### src/rtl/pfl_pkg.sv
package pfl_pkg;

    localparam int FIDX_W_DEF = 14;
    localparam int ADDR_W_DEF = 32;

    typedef enum logic [1:0] {
        IRQ_IDLE  = 2'd0,
        IRQ_ARMED = 2'd1,
        IRQ_FIRE  = 2'd2
    } irq_state_e;

    typedef enum logic [1:0] {
        LEN_FULL    = 2'b00,
        LEN_HALF    = 2'b01,
        LEN_QUARTER = 2'b10,
        LEN_RSVD    = 2'b11
    } list_len_e;

    // How many bits the slice's top end sits below the widest setting.
    function automatic logic [1:0] len_shrink(input logic [1:0] code);
        logic [1:0] s;
        case (code)
            LEN_HALF:    s = 2'd1;
            LEN_QUARTER: s = 2'd2;
            default:     s = 2'd0;
        endcase
        return s;
    endfunction

endpackage

### src/rtl/pfl_regs.sv
module pfl_regs #(
    parameter int FIDX_W = 14,
    parameter int ADDR_W = 32,
    localparam int IDX_W    = FIDX_W - 4,
    localparam int BASE_LSB = IDX_W + 2,
    localparam int BASE_W   = ADDR_W - BASE_LSB,
    localparam int BE_W     = ADDR_W / 8
) (
    input  logic              clk,
    input  logic              rst_n,
    input  logic              run_en,
    input  logic              bus_wr,
    input  logic              bus_sel,
    input  logic [BE_W-1:0]   bus_be,
    input  logic [ADDR_W-1:0] bus_wdata,
    input  logic [FIDX_W-1:0] fidx,
    output logic              fidx_load,
    output logic [FIDX_W-1:0] fidx_load_val,
    output logic [BASE_W-1:0] base_q,
    output logic [ADDR_W-1:0] bus_rdata
);

    logic full_word;
    logic base_we;

    assign full_word     = &bus_be;
    assign fidx_load     = bus_wr && full_word && !bus_sel && !run_en;
    assign base_we       = bus_wr && full_word && bus_sel;
    assign fidx_load_val = bus_wdata[FIDX_W-1:0];

    always_ff @(posedge clk or negedge rst_n) begin
        if (!rst_n) begin
            base_q <= '0;
        end else if (base_we) begin
            base_q <= bus_wdata[ADDR_W-1:BASE_LSB];
        end
    end

    always_comb begin
        if (bus_sel) begin
            bus_rdata = {base_q, {BASE_LSB{1'b0}}};
        end else begin
            bus_rdata = {{(ADDR_W-FIDX_W){1'b0}}, fidx};
        end
    end

endmodule

### src/rtl/pfl_counter.sv
module pfl_counter
    import pfl_pkg::*;
#(
    parameter int FIDX_W = 14,
    localparam int IDX_W  = FIDX_W - 4,
    localparam int SPAN_W = FIDX_W - 1
) (
    input  logic              clk,
    input  logic              rst_n,
    input  logic              adv,
    input  logic              load,
    input  logic [FIDX_W-1:0] load_val,
    input  logic [1:0]        list_size,
    input  logic [1:0]        irq_thr,
    output logic [FIDX_W-1:0] fidx_q,
    output logic [IDX_W-1:0]  list_idx,
    output logic              list_wrap,
    output logic              thr_hit
);

    logic [1:0]        shrink;
    logic [SPAN_W-1:0] span_mask;
    logic [FIDX_W-1:0] fidx_next;
    logic              at_top;
    logic [2:0]        thr_mask;

    assign shrink    = len_shrink(list_size);
    assign span_mask = {SPAN_W{1'b1}} >> shrink;
    assign fidx_next = fidx_q + 1'b1;
    // Bit N falls from 1 to 0 exactly when bits N..0 are all ones.
    assign at_top    = (fidx_q[SPAN_W-1:0] & span_mask) == span_mask;
    assign list_idx  = fidx_q[SPAN_W-1:3] & ({IDX_W{1'b1}} >> shrink);

    always_comb begin
        case (irq_thr)
            2'd0:    thr_mask = 3'b000;
            2'd1:    thr_mask = 3'b001;
            2'd2:    thr_mask = 3'b011;
            default: thr_mask = 3'b111;
        endcase
    end

    assign thr_hit = adv && ((fidx_next[2:0] & thr_mask) == 3'b000);

    always_ff @(posedge clk or negedge rst_n) begin
        if (!rst_n) begin
            fidx_q <= '0;
        end else if (adv) begin
            fidx_q <= fidx_next;
        end else if (load) begin
            fidx_q <= load_val;
        end
    end

    always_ff @(posedge clk or negedge rst_n) begin
        if (!rst_n) begin
            list_wrap <= 1'b0;
        end else begin
            list_wrap <= adv && at_top;
        end
    end

endmodule

### src/rtl/pfl_irq_fsm.sv
module pfl_irq_fsm
    import pfl_pkg::*;
(
    input  logic clk,
    input  logic rst_n,
    input  logic evt_set,
    input  logic sts_clr,
    input  logic irq_en,
    input  logic thr_hit,
    output logic irq_status,
    output logic irq
);

    irq_state_e state_q;
    irq_state_e state_d;
    logic       live;

    assign live = irq_status && irq_en;

    always_ff @(posedge clk or negedge rst_n) begin
        if (!rst_n) begin
            irq_status <= 1'b0;
        end else if (evt_set) begin
            irq_status <= 1'b1;
        end else if (sts_clr) begin
            irq_status <= 1'b0;
        end
    end

    always_ff @(posedge clk or negedge rst_n) begin
        if (!rst_n) begin
            state_q <= IRQ_IDLE;
        end else begin
            state_q <= state_d;
        end
    end

    always_comb begin
        state_d = state_q;
        unique case (state_q)
            IRQ_IDLE: begin
                if (live) state_d = IRQ_ARMED;
            end
            IRQ_ARMED: begin
                if (!live)        state_d = IRQ_IDLE;
                else if (thr_hit) state_d = IRQ_FIRE;
            end
            IRQ_FIRE: begin
                if (!live) state_d = IRQ_IDLE;
            end
            default: state_d = IRQ_IDLE;
        endcase
    end

    always_comb begin
        irq = (state_q == IRQ_FIRE) && live;
    end

endmodule

### src/rtl/pfl_index_gen.sv
module pfl_index_gen
    import pfl_pkg::*;
#(
    parameter int FIDX_W = FIDX_W_DEF,
    parameter int ADDR_W = ADDR_W_DEF,
    localparam int IDX_W    = FIDX_W - 4,
    localparam int BASE_LSB = IDX_W + 2,
    localparam int BASE_W   = ADDR_W - BASE_LSB,
    localparam int BE_W     = ADDR_W / 8
) (
    input  logic              clk,
    input  logic              rst_n,
    input  logic              run_en,
    input  logic              uframe_end,
    input  logic [1:0]        list_size,
    input  logic              bus_wr,
    input  logic              bus_sel,
    input  logic [BE_W-1:0]   bus_be,
    input  logic [ADDR_W-1:0] bus_wdata,
    output logic [ADDR_W-1:0] bus_rdata,
    input  logic              evt_set,
    input  logic              sts_clr,
    input  logic              irq_en,
    input  logic [1:0]        irq_thr,
    output logic [ADDR_W-1:0] entry_addr,
    output logic              list_wrap,
    output logic              irq_status,
    output logic              irq
);

    logic [FIDX_W-1:0] fidx_q;
    logic [BASE_W-1:0] base_q;
    logic              fidx_load;
    logic [FIDX_W-1:0] fidx_load_val;
    logic [IDX_W-1:0]  list_idx;
    logic              thr_hit;
    logic              adv;

    assign adv = uframe_end && run_en;

    pfl_regs #(.FIDX_W(FIDX_W), .ADDR_W(ADDR_W)) u_regs (
        .clk           (clk),
        .rst_n         (rst_n),
        .run_en        (run_en),
        .bus_wr        (bus_wr),
        .bus_sel       (bus_sel),
        .bus_be        (bus_be),
        .bus_wdata     (bus_wdata),
        .fidx          (fidx_q),
        .fidx_load     (fidx_load),
        .fidx_load_val (fidx_load_val),
        .base_q        (base_q),
        .bus_rdata     (bus_rdata)
    );

    pfl_counter #(.FIDX_W(FIDX_W)) u_cnt (
        .clk       (clk),
        .rst_n     (rst_n),
        .adv       (adv),
        .load      (fidx_load),
        .load_val  (fidx_load_val),
        .list_size (list_size),
        .irq_thr   (irq_thr),
        .fidx_q    (fidx_q),
        .list_idx  (list_idx),
        .list_wrap (list_wrap),
        .thr_hit   (thr_hit)
    );

    pfl_irq_fsm u_irq (
        .clk        (clk),
        .rst_n      (rst_n),
        .evt_set    (evt_set),
        .sts_clr    (sts_clr),
        .irq_en     (irq_en),
        .thr_hit    (thr_hit),
        .irq_status (irq_status),
        .irq        (irq)
    );

    assign entry_addr = {base_q, list_idx, 2'b00};

endmodule

### config.mk
export PLATFORM = sky130hd
export DESIGN_NAME = pfl_index_gen
export DESIGN_NICKNAME = d
export VERILOG_FILES = /design/src/rtl/pfl_pkg.sv /design/src/rtl/pfl_regs.sv /design/src/rtl/pfl_counter.sv /design/src/rtl/pfl_irq_fsm.sv /design/src/rtl/pfl_index_gen.sv
export SDC_FILE = /design/constraint.sdc
export NUM_CORES = 1
export LEC_CHECK = 0
export BUFFER_PORTS_ARGS = -buffer_cell sky130_fd_sc_hd__buf_4
export CORE_MARGIN = 1.5
export CORE_UTILIZATION = 45
export CTS_CLUSTER_SIZE = 20
export DETAILED_ROUTE_END_ITERATION = 8
export GPL_ROUTABILITY_DRIVEN = 0
export PLACE_DENSITY = 0.85
export SETUP_SLACK_MARGIN = 0.1
export SLEW_MARGIN = 10
export SYNTH_ARGS = -nofsm -noshare
export SYNTH_HDL_FRONTEND = slang
export SYNTH_HIERARCHICAL = 1
export SYNTH_SLANG_ARGS = --single-unit
### constraint.sdc
create_clock -name clk -period 2 [get_ports clk]
set_input_delay 0.3 -clock clk [delete_from_list [all_inputs] [get_ports clk]]
set_output_delay 0.3 -clock clk [all_outputs]
set_load 0.01 [all_outputs]
==> summary.md, run 1 <==
| Metric | Value |
|---|---|
| Status | `finished, final reports clean` |
| Post-layout nets | `374` |
| Core Area | `0.00514 mm2` |
| PwrDens | `848 mW/mm2` |
| # IOs | `116` |
| Comb pwr share | `39.5%` |
| CTS tree | `built` |
| Number of global-route vias before repair | `2019` |
| EDFF count, synth | `0` |
| Initial antenna violation count | `0` |
| DR iter-0 viols | `114` |
| FFs w/ async S/R, synth | `100%` |
| Fmax | `0.576 GHz` |
| Fillers | `434` |
| WL final | `between 6 and 7 mm` |
| Post-DP Area | `roughly 0.0032 mm2` |
| HP Class | `primary input to flip-flop` |
| Mean area per synthesized cell | `10.5 um2` |
| Worst slack, placed | `between 200 and 250 ps` |
| HPWL after detailed placement | `approximately 4.7 mm` |
| Setup slack after layout | `264 ps` |
| CTS root buf | `clkbuf_8` |
| Max-cap violations | `0` |
| Internal | `about 1.8 mW` |
| Max Buffers Root-to-Sink | `2` |
| Die X | `between 70 and 80 um` |
| Mapped Cells | `229` |
| Skew-Pair Late Insertion Delay | `a little under 300 ps` |
| Setup_tns | `0 ps` |
| CTS buffer count | `5` |
| Largest net degree at the start of global routing | `39` |
| Unique masters post-synth | `47` |
| Initial Utilization | `between 40% and 50%` |
| Drt first pass iters | `5` |
| Die height | `about 76 um` |
| Flop pwr share | `42.5%` |
| Layout cells sized above 1 | `50.3%` |
| Arrival @ worst endpoint | `1920 ps` |
| Period utilisation layout | `86.8%` |
| Buffers on Ports | `113` |
| Type of destination of the critical path | `flip-flop` |
| Die area | `just under 0.006 mm2` |
| Post-route ant nets | `0` |
| Vias per cell | `5.05` |
| Commonest non-fill, non-tap cell in the layout | `buf_4` |
| Min Tclk post-route | `1740 ps` |
| # diodes | `0` |
| Clk pin slew, worst setup/hold paths | `70 ps` |
| Slew Viols, Final | `0` |
| Peak fanout along the critical path | `8` |
| Synth Register Bits | `38` |
| Req. time, crit path | `approximately 2200 ps` |
| Power Total | `approximately 2.8 mW` |
| Setup CP Type | `flip-flop to flip-flop` |
| Final Instance Area | `0.00325 mm2` |
| Remaining DRCs | `0` |
| Setup Skew | `9.49 ps` |
| Total track usage | `21.7%` |
| First-pass GRT wire length | `9.87 mm` |
| # clock sinks | `38` |
| Hold Fails Final Rpt | `0` |
| Sw frac | `about a third` |
| NetSw | `0.959 mW` |
| Routed length per instance | `15.5 um` |
| Synth Flop Type | `dfrtp_1` |
| Post-Syn Area | `0.00241 mm2` |
| Sequential area share after synthesis | `~40%` |
| Synthesis Warnings | `6` |
| Critical Path Source Type | `flip-flop` |
| Most frequent cells in the layout | `buf_4, dfrtp_1, and2_1, mux2_4, nor2b_1` |
| RSZ-0062 raised after global routing | `no` |
| Placement Rows | `26` |
| # setup viols final | `0` |
| Clock share of power | `18.0%` |
| Leak | `1.57 nW` |
| Post-CTS Setup Repair Bufs | `0` |
| Area Growth Syn to Fin | `35.1%` |
| Congestion Overflow GR | `0` |
| VDD IR max | `around 0.58 mV` |
| Via count | `1979` |
| Max H-tree Level | `2` |
power by group through the flow:
stage	clock network (mW)	registers, mW	logic (mW)
after floorplan	0	1.15	0.645
after global placement	0	1.17	1.06
after detailed placement	0	1.19	1.09
after CTS	0.512	1.17	1.10
after global routing	0.543	1.21	1.17
final	0.495	1.17	1.09
synth_stat cells, types with 4 or more instances:
master	number	share of area [%]
nor3_1	4	0.83
and2_1	20	5.2
dfrtp_1	38	40
nand3_1	4	0.83
a211oi_1	7	2.2
nor2b_1	17	4.4
nand2_1	5	0.78
nand4_1	4	1.0
mux2_4	20	12
clkbuf_1	4	0.62
a21oi_1	10	2.1
inv_1	7	1.1
o21ai_0	4	0.83
nor2_1	14	2.2
buf_4	24	7.5
metrics by stage:
stage / hold WS (ps) / util [%] / cells
6_report: 176 / 63.2 / 392
5_1_grt: 165 / 63.2 / 392
4_1_cts: 168 / 63.2 / 392
3_5_place_dp: 300 / 61.5 / 384
3_3_place_gp: 295 / 61.5 / 384
2_1_floorplan: 4.41 / - / 230
final timing paths:
kind	slack (ps)	end	startpoint	cells after the start
worst max-delay path	260	u_cnt/fidx_q[12]	u_cnt/fidx_q[0]	5
worst min-delay path	180	u_irq/irq_status	evt_set	2
worst max register to register	260	u_cnt/fidx_q[12]	u_cnt/fidx_q[0]	5
worst min register to register	460	u_irq/state_q[0]	u_irq/state_q[1]	1
max in group asynchronous	1140	u_cnt/fidx_q[2]	rst_n	2
min in group asynchronous	510	u_regs/base_q[16]	rst_n	2
critical path, cell delays in order, from the launching register on:
cell and delay [ps]:
dfrtp_1 460, ha_1 310, nand3_2 190, nor3_4 310, a311oi_1 140, a211oi_1 220
routing by layer:
metal,GRT usage [%],wire length (um),up-vias
li1,-,-,950
met5,0,0,-
met3,4.43,322,11
met4,9.07,118,0
met2,37.7,3180,67
met1,26.1,2470,951
sequential cells by signal, summed over array words and instances (netlist names):
name,flops
u_cnt/list_wrap,1
u_irq/state_q,2
u_regs/base_q,20
u_irq/irq_status,1
u_cnt/fidx_q,14
cells by family (layout without fill, tap and decap cells):
group           Yosys count  after routing  share of synthesized area (%)
fa+ha+maj                 3              3                           1.56
simple gates             86             86                           22.8
buf+inv                  41            133                           10.9
xor+xnor                  4              4                           1.46
other cells               1              2                          0.156
compound gates           33             33                           9.78
flops                    38             38                           39.5
mux                      23             23                           13.8
repair_timing:
item | in CTS | in global routing
resized for setup | 0 | 0
hold buffers | 1 | 0
endpoints found under the hold margin | 38 | 0
area by class of cell:
cell class / instances / area, um2 / area share, %
multi-input combinational: 151 / 1200 / 37.0
sequential: 38 / 951 / 29.3
timing repair buffer: 118 / 901 / 27.7
tap: 70 / 87.6 / 2.69
clock buffer: 5 / 68.8 / 2.12
inverter: 8 / 30.0 / 0.924
clock inverter: 2 / 10.0 / 0.308
Power figures use the tool's default switching activity.
==> inputs of run 2 (changes only) <==
--- a/config.mk
+++ b/config.mk
@@ -5,13 +5,14 @@
 export SDC_FILE = /design/constraint.sdc
 export NUM_CORES = 1
 export LEC_CHECK = 0
+export ABC_AREA = 1
 export BUFFER_PORTS_ARGS = -buffer_cell sky130_fd_sc_hd__buf_4
 export CORE_MARGIN = 1.5
 export CORE_UTILIZATION = 45
 export CTS_CLUSTER_SIZE = 20
 export DETAILED_ROUTE_END_ITERATION = 8
 export GPL_ROUTABILITY_DRIVEN = 0
-export PLACE_DENSITY = 0.85
+export PLACE_DENSITY = 0.84
 export SETUP_SLACK_MARGIN = 0.1
 export SLEW_MARGIN = 10
 export SYNTH_ARGS = -nofsm -noshare
==> run 2 against run 1 <==
  * Sequential power decreased by 10%
  * Largest cell class unchanged
  * Global-route usage fell by 0.85 points
  * Register-to-register slack improved by 250 ps
  * Critical endpoint is now u_irq/state_q[1]
  * Sequential cell count unchanged
  * Via count is 31% higher
  * Largest power group unchanged
  * Power decreased by 11%
==> summary.md, run 2 <==
| Metric | Value |
|---|---|
| CP max stage delay | `430 ps` |
| Internal | `1.60 mW` |
| Core Area | `0.00557 mm2` |
| # clock sinks | `38` |
| Total track usage | `20.9%` |
| Placed cell count | `523` |
| Vias per cell | `4.89` |
| Routed length on met1 | `2.77 mm` |
| Comb pwr share | `34.8%` |
| Max Buffers Root-to-Sink | `2` |
| Slew Viols, Final | `0` |
| EDFF count, synth | `0` |
| Setup CP Type | `flip-flop to flip-flop` |
| Top flop regs | `u_regs/base_q x20, u_cnt/fidx_q x14, u_irq/state_q x2` |
| First-pass GRT wire length | `10.5 mm` |
| Synth Flop Type | `dfrtp_1` |
| Die height | `79.4 um` |
| Hold Fails Final Rpt | `0` |
| CP Cell Sequence | `ha_1 -> nand2_2 -> inv_1 -> nor2_1 -> nand2_1 -> nand2_1 -> a21oi_1 -> nand2_1 -> inv_1 -> nand2_1 -> nand2_1` |
| Setup Skew | `4.39 ps` |
| Commonest non-fill, non-tap cell in the layout | `nand2_1` |
| NetSw | `0.856 mW` |
| Synth area leader | `dfrtp_1` |
| CTS root buf | `clkbuf_8` |
| Clock share of power | `between 20% and 30%` |
| VDD IR max | `about 0.44 mV` |
| Drt first pass iters | `5` |
| Slowest-stage cell, CP | `dfrtp_1` |
| DR iter-0 viols | `171` |
| Count leader, synth | `nand2_1` |
| Status | `finished, final reports clean` |
| Max H-tree Level | `2` |
| WL final | `6.53 mm` |
| Critical Path Source Type | `flip-flop` |
| CTS tree | `built` |
| Number of global-route vias before repair | `2390` |
| Sequential area share after synthesis | `36.2%` |
| Skew-Pair Late Insertion Delay | `between 200 and 300 ps` |
| # diodes | `0` |
| Met2 WL | `approximately 3.2 mm` |
| HP Class | `primary input to flip-flop` |
| Die X | `79.4 um` |
| Largest register FFs | `20` |
| Initial antenna violation count | `0` |
| Unique masters post-synth | `31` |
| CTS buffer count | `5` |
| Buffers on Ports | `113` |
| Fin util | `61.6%` |
| Top sig layer | `met4` |
| Metal3 WL | `~460 um` |
| Via count | `2602` |
| Clk pin slew, worst setup/hold paths | `approximately 80 ps` |
| Post-Syn Area | `0.00263 mm2` |
| Period utilisation layout | `74.1%` |
| Max-cap violations | `0` |
| Flop pwr share | `42.8%` |
| Sw frac | `34.9%` |
| Congestion Overflow GR | `0` |
| Area Growth Syn to Fin | `30.8%` |
| Layout Cells excl Fill | `532` |
| PwrDens | `715 mW/mm2` |
| Peak fanout along the critical path | `5` |
| Placement Rows | `27` |
| FFs w/ async S/R, synth | `100%` |
| Post-synth top cells | `nand2_1, inv_1, dfrtp_1, nand4_1, buf_4` |
| Routed length per instance | `12.3 um` |
| Synthesis Warnings | `6` |
| Leak | `2.05 nW` |
| Synth area leaders | `dfrtp_1, nand2_1, inv_1` |
| # IOs | `116` |
| Synth top area share | `36.2%` |
| Hold Crit Depth | `2` |
| Fmax | `~0.67 GHz` |
| Post-route ant nets | `0` |
| HPWL after detailed placement | `just under 5 mm` |
| Setup_tns | `0 ps` |
| Min Tclk post-route | `1480 ps` |
| Most Frequent Cell on Critical Path | `nand2_1` |
| Mapped Cells | `roughly 370` |
| R2R depth | `11` |
| Remaining DRCs | `0` |
| Post-layout nets | `just over 500` |
| Mean area per synthesized cell | `7.11 um2` |
| # setup viols final | `0` |
| RSZ-0062 raised after global routing | `no` |
| Largest net degree at the start of global routing | `39` |
| Most frequent cells in the layout | `nand2_1, buf_4, inv_1` |
| Layout cells sized above 1 | `32.8%` |
| Type of destination of the critical path | `flip-flop` |
| Largest Register | `u_regs/base_q` |
| Power Total | `~2.5 mW` |
| Arrival @ worst endpoint | `1660 ps` |
| Synth Register Bits | `38` |
| Initial Utilization | `47.1%` |
| Die area | `0.00630 mm2` |
| Hold WS | `roughly 190 ps` |
| Req. time, crit path | `2170 ps` |
-- run 2: metal layers --
metal  track usage (%)  vias to the layer above
met2              36.9                      108
li1                  -                     1307
met1              25.3                     1185
met4              5.96                        0
met5                 0                        -
met3              4.57                        2
-- run 2: final timing paths --
kind,to,start,slack (ps)
setup reg to reg,u_irq/state_q[1],u_cnt/fidx_q[0],520
min in group asynchronous,u_cnt/fidx_q[6],rst_n,530
hold / removal,u_irq/irq_status,sts_clr,190
max in group asynchronous,u_regs/base_q[0],rst_n,1120
setup / recovery,u_irq/state_q[1],u_cnt/fidx_q[0],520
hold reg to reg,u_irq/state_q[0],u_irq/state_q[1],490
-- run 2: kinds of logic (layout without fill, tap and decap cells) --
group / after synthesis / in the layout / share of synthesized area [%]
AOI/OAI and AO/OA: 21 / 21 / 5.20
DFF: 38 / 38 / 36.2
muxes: 2 / 2 / 0.858
adders and majority gates: 3 / 3 / 1.43
and+or+nand+nor: 209 / 209 / 37.0
other: 1 / 2 / 0.143
xor gates and xnor gates: 1 / 1 / 0.334
buffers and inverters: 94 / 184 / 18.8
-- run 2: area by class of cell --
type	count	area, um2
inverter	56	210
tap	72	90.1
clock buffer	6	82.6
fill	543	2140
sequential	38	951
multi-input combinational	238	1180
clock inverter	2	12.5
timing repair buffer	120	903
-- run 2: worst max-delay path: cells and delay by family (launching register included) --
| kind | cells | cell delay (ps) |
|---|---|---|
| fa+ha+maj | 1 | 250 |
| flops | 1 | 430 |
| simple gates | 7 | 560 |
| compound gates | 1 | 60 |
| buf+inv | 2 | 100 |
-- run 2: metrics by stage --
step / cell area, um2 / setup WS [ps]
floorplan: 2630 / 478
global placement: 3330 / 501
detailed placement: 3330 / 421
CTS: 3430 / 517
global route: 3430 / 404
finish: 3430 / 518
-- run 2: power groups by stage --
stage,registers [mW],clock network [mW],logic [mW]
after floorplan,1.06,0,0.454
after global placement,1.06,0,0.838
after detailed placement,1.06,0,0.859
after CTS,1.05,0.569,0.861
after global routing,1.07,0.601,0.945
final,1.05,0.550,0.854
-- run 2: what timing repair did --
item,4_1_cts,5_1_grt
buffers inserted,0,0
resized for setup,0,0
hold buffers,1,0
hold endpoints to repair,7,0
==> inputs of run 3 (changes only) <==
--- a/config.mk
+++ b/config.mk
@@ -8,7 +8,7 @@
 export ABC_AREA = 1
 export BUFFER_PORTS_ARGS = -buffer_cell sky130_fd_sc_hd__buf_4
 export CORE_MARGIN = 1.5
-export CORE_UTILIZATION = 45
+export CORE_UTILIZATION = 43
 export CTS_CLUSTER_SIZE = 20
 export DETAILED_ROUTE_END_ITERATION = 8
 export GPL_ROUTABILITY_DRIVEN = 0
==> constraint.sdc (replaced) <==
create_clock -name clk -period 1.3 [get_ports clk]
set_input_delay 0.195 -clock clk [delete_from_list [all_inputs] [get_ports clk]]
set_output_delay 0.195 -clock clk [all_outputs]
set_load 0.01 [all_outputs]
==> run 3 against run 2 <==
  * Critical endpoint is now u_cnt/fidx_q[7]
  * The run now ends with negative setup slack left
  * Sequential cell count stayed put
  * Clock skew about the same
  * Largest power group is now combinational logic
  * Non-clock buffer count increased by 44
  * Utilization is 6.7 points higher
  * Cell count increased by 8.6%
  * Sequential power rose by 52%
  * Critical path depth shrank 4
  * Hold slack worse by 110 ps
  * Count of clock-buffer cells in the layout unchanged
  * Routed wire length up 25%
  * Die area is 4.5% higher
==> summary.md, run 3 (synthesis results as in run 2) <==
| Metric | Value |
|---|---|
| Initial antenna violation count | `0` |
| Power Total | `4.54 mW` |
| Status | `finished with violations` |
| Core Area | `0.00592 mm2` |
| CP max stage delay | `420 ps` |
| R2R setup slack | `-80 ps` |
| Layout cells sized above 1 | `48.5%` |
| Buffers on Ports | `113` |
| Min Tclk post-route | `1380 ps` |
| Area Growth Syn to Fin | `54.0%` |
| Setup slack after layout | `-81.7 ps` |
| Largest net degree at the start of global routing | `39` |
| # diodes | `0` |
| Type of destination of the critical path | `flip-flop` |
| Setup CP Type | `flip-flop to flip-flop` |
| Most frequent cells in the layout | `buf_4, nand2_1, dfrtp_1` |
| First-pass GRT wire length | `around 12 mm` |
| WL final | `8.16 mm` |
| Initial Utilization | `44.3%` |
| Hold Fails Final Rpt | `0` |
| Routed length per instance | `between 10 and 15 um` |
| Leak | `2.31 nW` |
| Worst Path Buf+Inv | `0` |
| RR Startpoint | `u_cnt/fidx_q[4]` |
| CTS buffer count | `5` |
| Post-layout nets | `555` |
| Routed length on met1 | `3.27 mm` |
| Setup Skew | `about 4.2 ps` |
| Period utilisation layout | `106%` |
| Metal3 WL | `575 um` |
| Delay-heaviest family, CP | `simple AND/OR/NAND/NOR gates` |
| Congestion Overflow GR | `0` |
| Total track usage | `24.5%` |
| Multi-input logic area | `approximately 0.0013 mm2` |
| Arrival @ worst endpoint | `1570 ps` |
| DR iter-0 viols | `150` |
| Top flop regs | `u_regs/base_q x20, u_cnt/fidx_q x14, u_irq/state_q x2` |
| R2R depth | `7` |
| Slowest-stage cell, CP | `dfrtp_1` |
| Fin util | `68.3%` |
| Req. time, crit path | `1490 ps` |
| Max H-tree Level | `2` |
| Hold endpoint | `u_irq/irq_status` |
| Worst-margin pin slew | `between 500 and 600 ps` |
| PwrDens | `around 1100 mW/mm2` |
| Peak fanout along the critical path | `5` |
| Skew-Pair Late Insertion Delay | `about 290 ps` |
| Remaining DRCs | `0` |
| Vias per cell | `5.04` |
| Largest register FFs | `20` |
| HP Class | `primary input to flip-flop` |
| RSZ-0062 raised after global routing | `yes` |
| Drt first pass iters | `4` |
| Fmax | `0.724 GHz` |
| VDD IR max | `between 0.6 and 0.7 mV` |
| Commonest non-fill, non-tap cell in the layout | `buf_4` |
| Max Buffers Root-to-Sink | `2` |
| Hold Crit Depth | `2` |
| Max_slew headroom | `66.1%` |
| Post-route ant nets | `0` |
| Min-Delay Startpoint | `sts_clr` |
| Met2 WL | `about 4.2 mm` |
| Via count | `2916` |
| CTS root buf | `clkbuf_8` |
| Slew Viols, Final | `0` |
| Most Frequent Cell on Critical Path | `nand2_1` |
| FF+latch area | `955 um2` |
| Die height | `~81 um` |
| Critical Path Source Type | `flip-flop` |
| Die area | `0.00658 mm2` |
| Failing checks | `negative setup slack` |
| # IOs | `between 100 and 150` |
| Largest Register | `u_regs/base_q` |
| CTS tree | `built` |
| Top sig layer | `met4` |
| Worst slack, placed | `-148 ps` |
| # clock sinks | `38` |
| Worst R2R End | `u_cnt/fidx_q[7]` |
| Clk pin slew, worst setup/hold paths | `70 ps` |
| CP Cell Sequence | `nand2_1 -> nor2_4 -> nand2_2 -> xor2_1 -> nand2_1 -> nand2_1 -> nand2_1` |
| Number of global-route vias before repair | `2741` |
| Placement Rows | `28` |
| Die X | `81.1 um` |
| Max-cap violations | `0` |
| # setup viols final | `8` |
| HPWL after detailed placement | `5.27 mm` |
| Fillers | `480` |
| Setup_tns | `-433 ps` |
## run 3: changes by cell type in the layout (fill, tap and decap cells not counted), moves of 3 or more
cell	delta
o21ai_0	-3
inv_4	+4
nor2_2	+8
nand2_1	-5
dfrtp_1	-3
dfrtp_2	+3
nand2_2	+3
nor2_1	-12
inv_1	-19
inv_2	+14
buf_4	+19
buf_6	+25
nor2_4	+4
## run 3: stage by stage
stage / area [um2] / instances / hold WS (ps)
2_1_floorplan: 2650 / 370 / -101
3_3_place_gp: 3460 / 542 / 193
3_5_place_dp: 3460 / 542 / 200
4_1_cts: 3840 / 571 / 73.4
5_1_grt: 4040 / 578 / 86.7
6_report: 4040 / 578 / 79.7
## run 3: area by class of cell
type	instances	share of cell area [%]
repair buffers	164	32.8
inverters	56	5.57
clock buffers	6	2.04
clock inverters	1	0.743
well taps	75	2.32
multi-input cells	238	32.8
flip-flops and latches	38	23.6
## run 3: routing by layer
metal,vias up,GRT usage (%)
met2,139,43.0
met5,-,0
met3,13,4.61
li1,1391,-
met4,0,8.97
met1,1373,29.7
## run 3: how the worst max path moves through the flow
stage,start,end,depth (start not counted)
after detailed placement,bus_be[2],u_cnt/fidx_q[4],12
after floorplan,u_cnt/fidx_q[0],u_irq/state_q[1],11
after CTS,u_cnt/fidx_q[1],u_cnt/fidx_q[10],8
after global routing,u_cnt/fidx_q[0],u_cnt/fidx_q[13],8
after global placement,bus_be[2],u_cnt/fidx_q[4],12
final,u_cnt/fidx_q[4],u_cnt/fidx_q[7],7
## run 3: power by group
part / leakage [nW] / internal (mW) / switching, mW
Combinational: 1.77 / 0.997 / 0.906
Clock: 0.0573 / 0.614 / 0.429
Sequential: 0.481 / 1.39 / 0.210
## run 3: timing repair
| action | 4_1_cts | 5_1_grt |
|---|---|---|
| resized for setup | 41 | 45 |
| hold endpoints to repair | 38 | 0 |
| endpoints found under the setup margin | 29 | 40 |
| setup buffers | 21 | 7 |
| hold buffers | 1 | 0 |
| pin swaps | 11 | 14 |
## run 3: worst register-to-register path, cell delays in order, from the launching register on
cell,delay (ps)
dfrtp_1,420
nand2_1,220
nor2_4,200
nand2_2,110
xor2_1,170
nand2_1,80
nand2_1,50
nand2_1,40
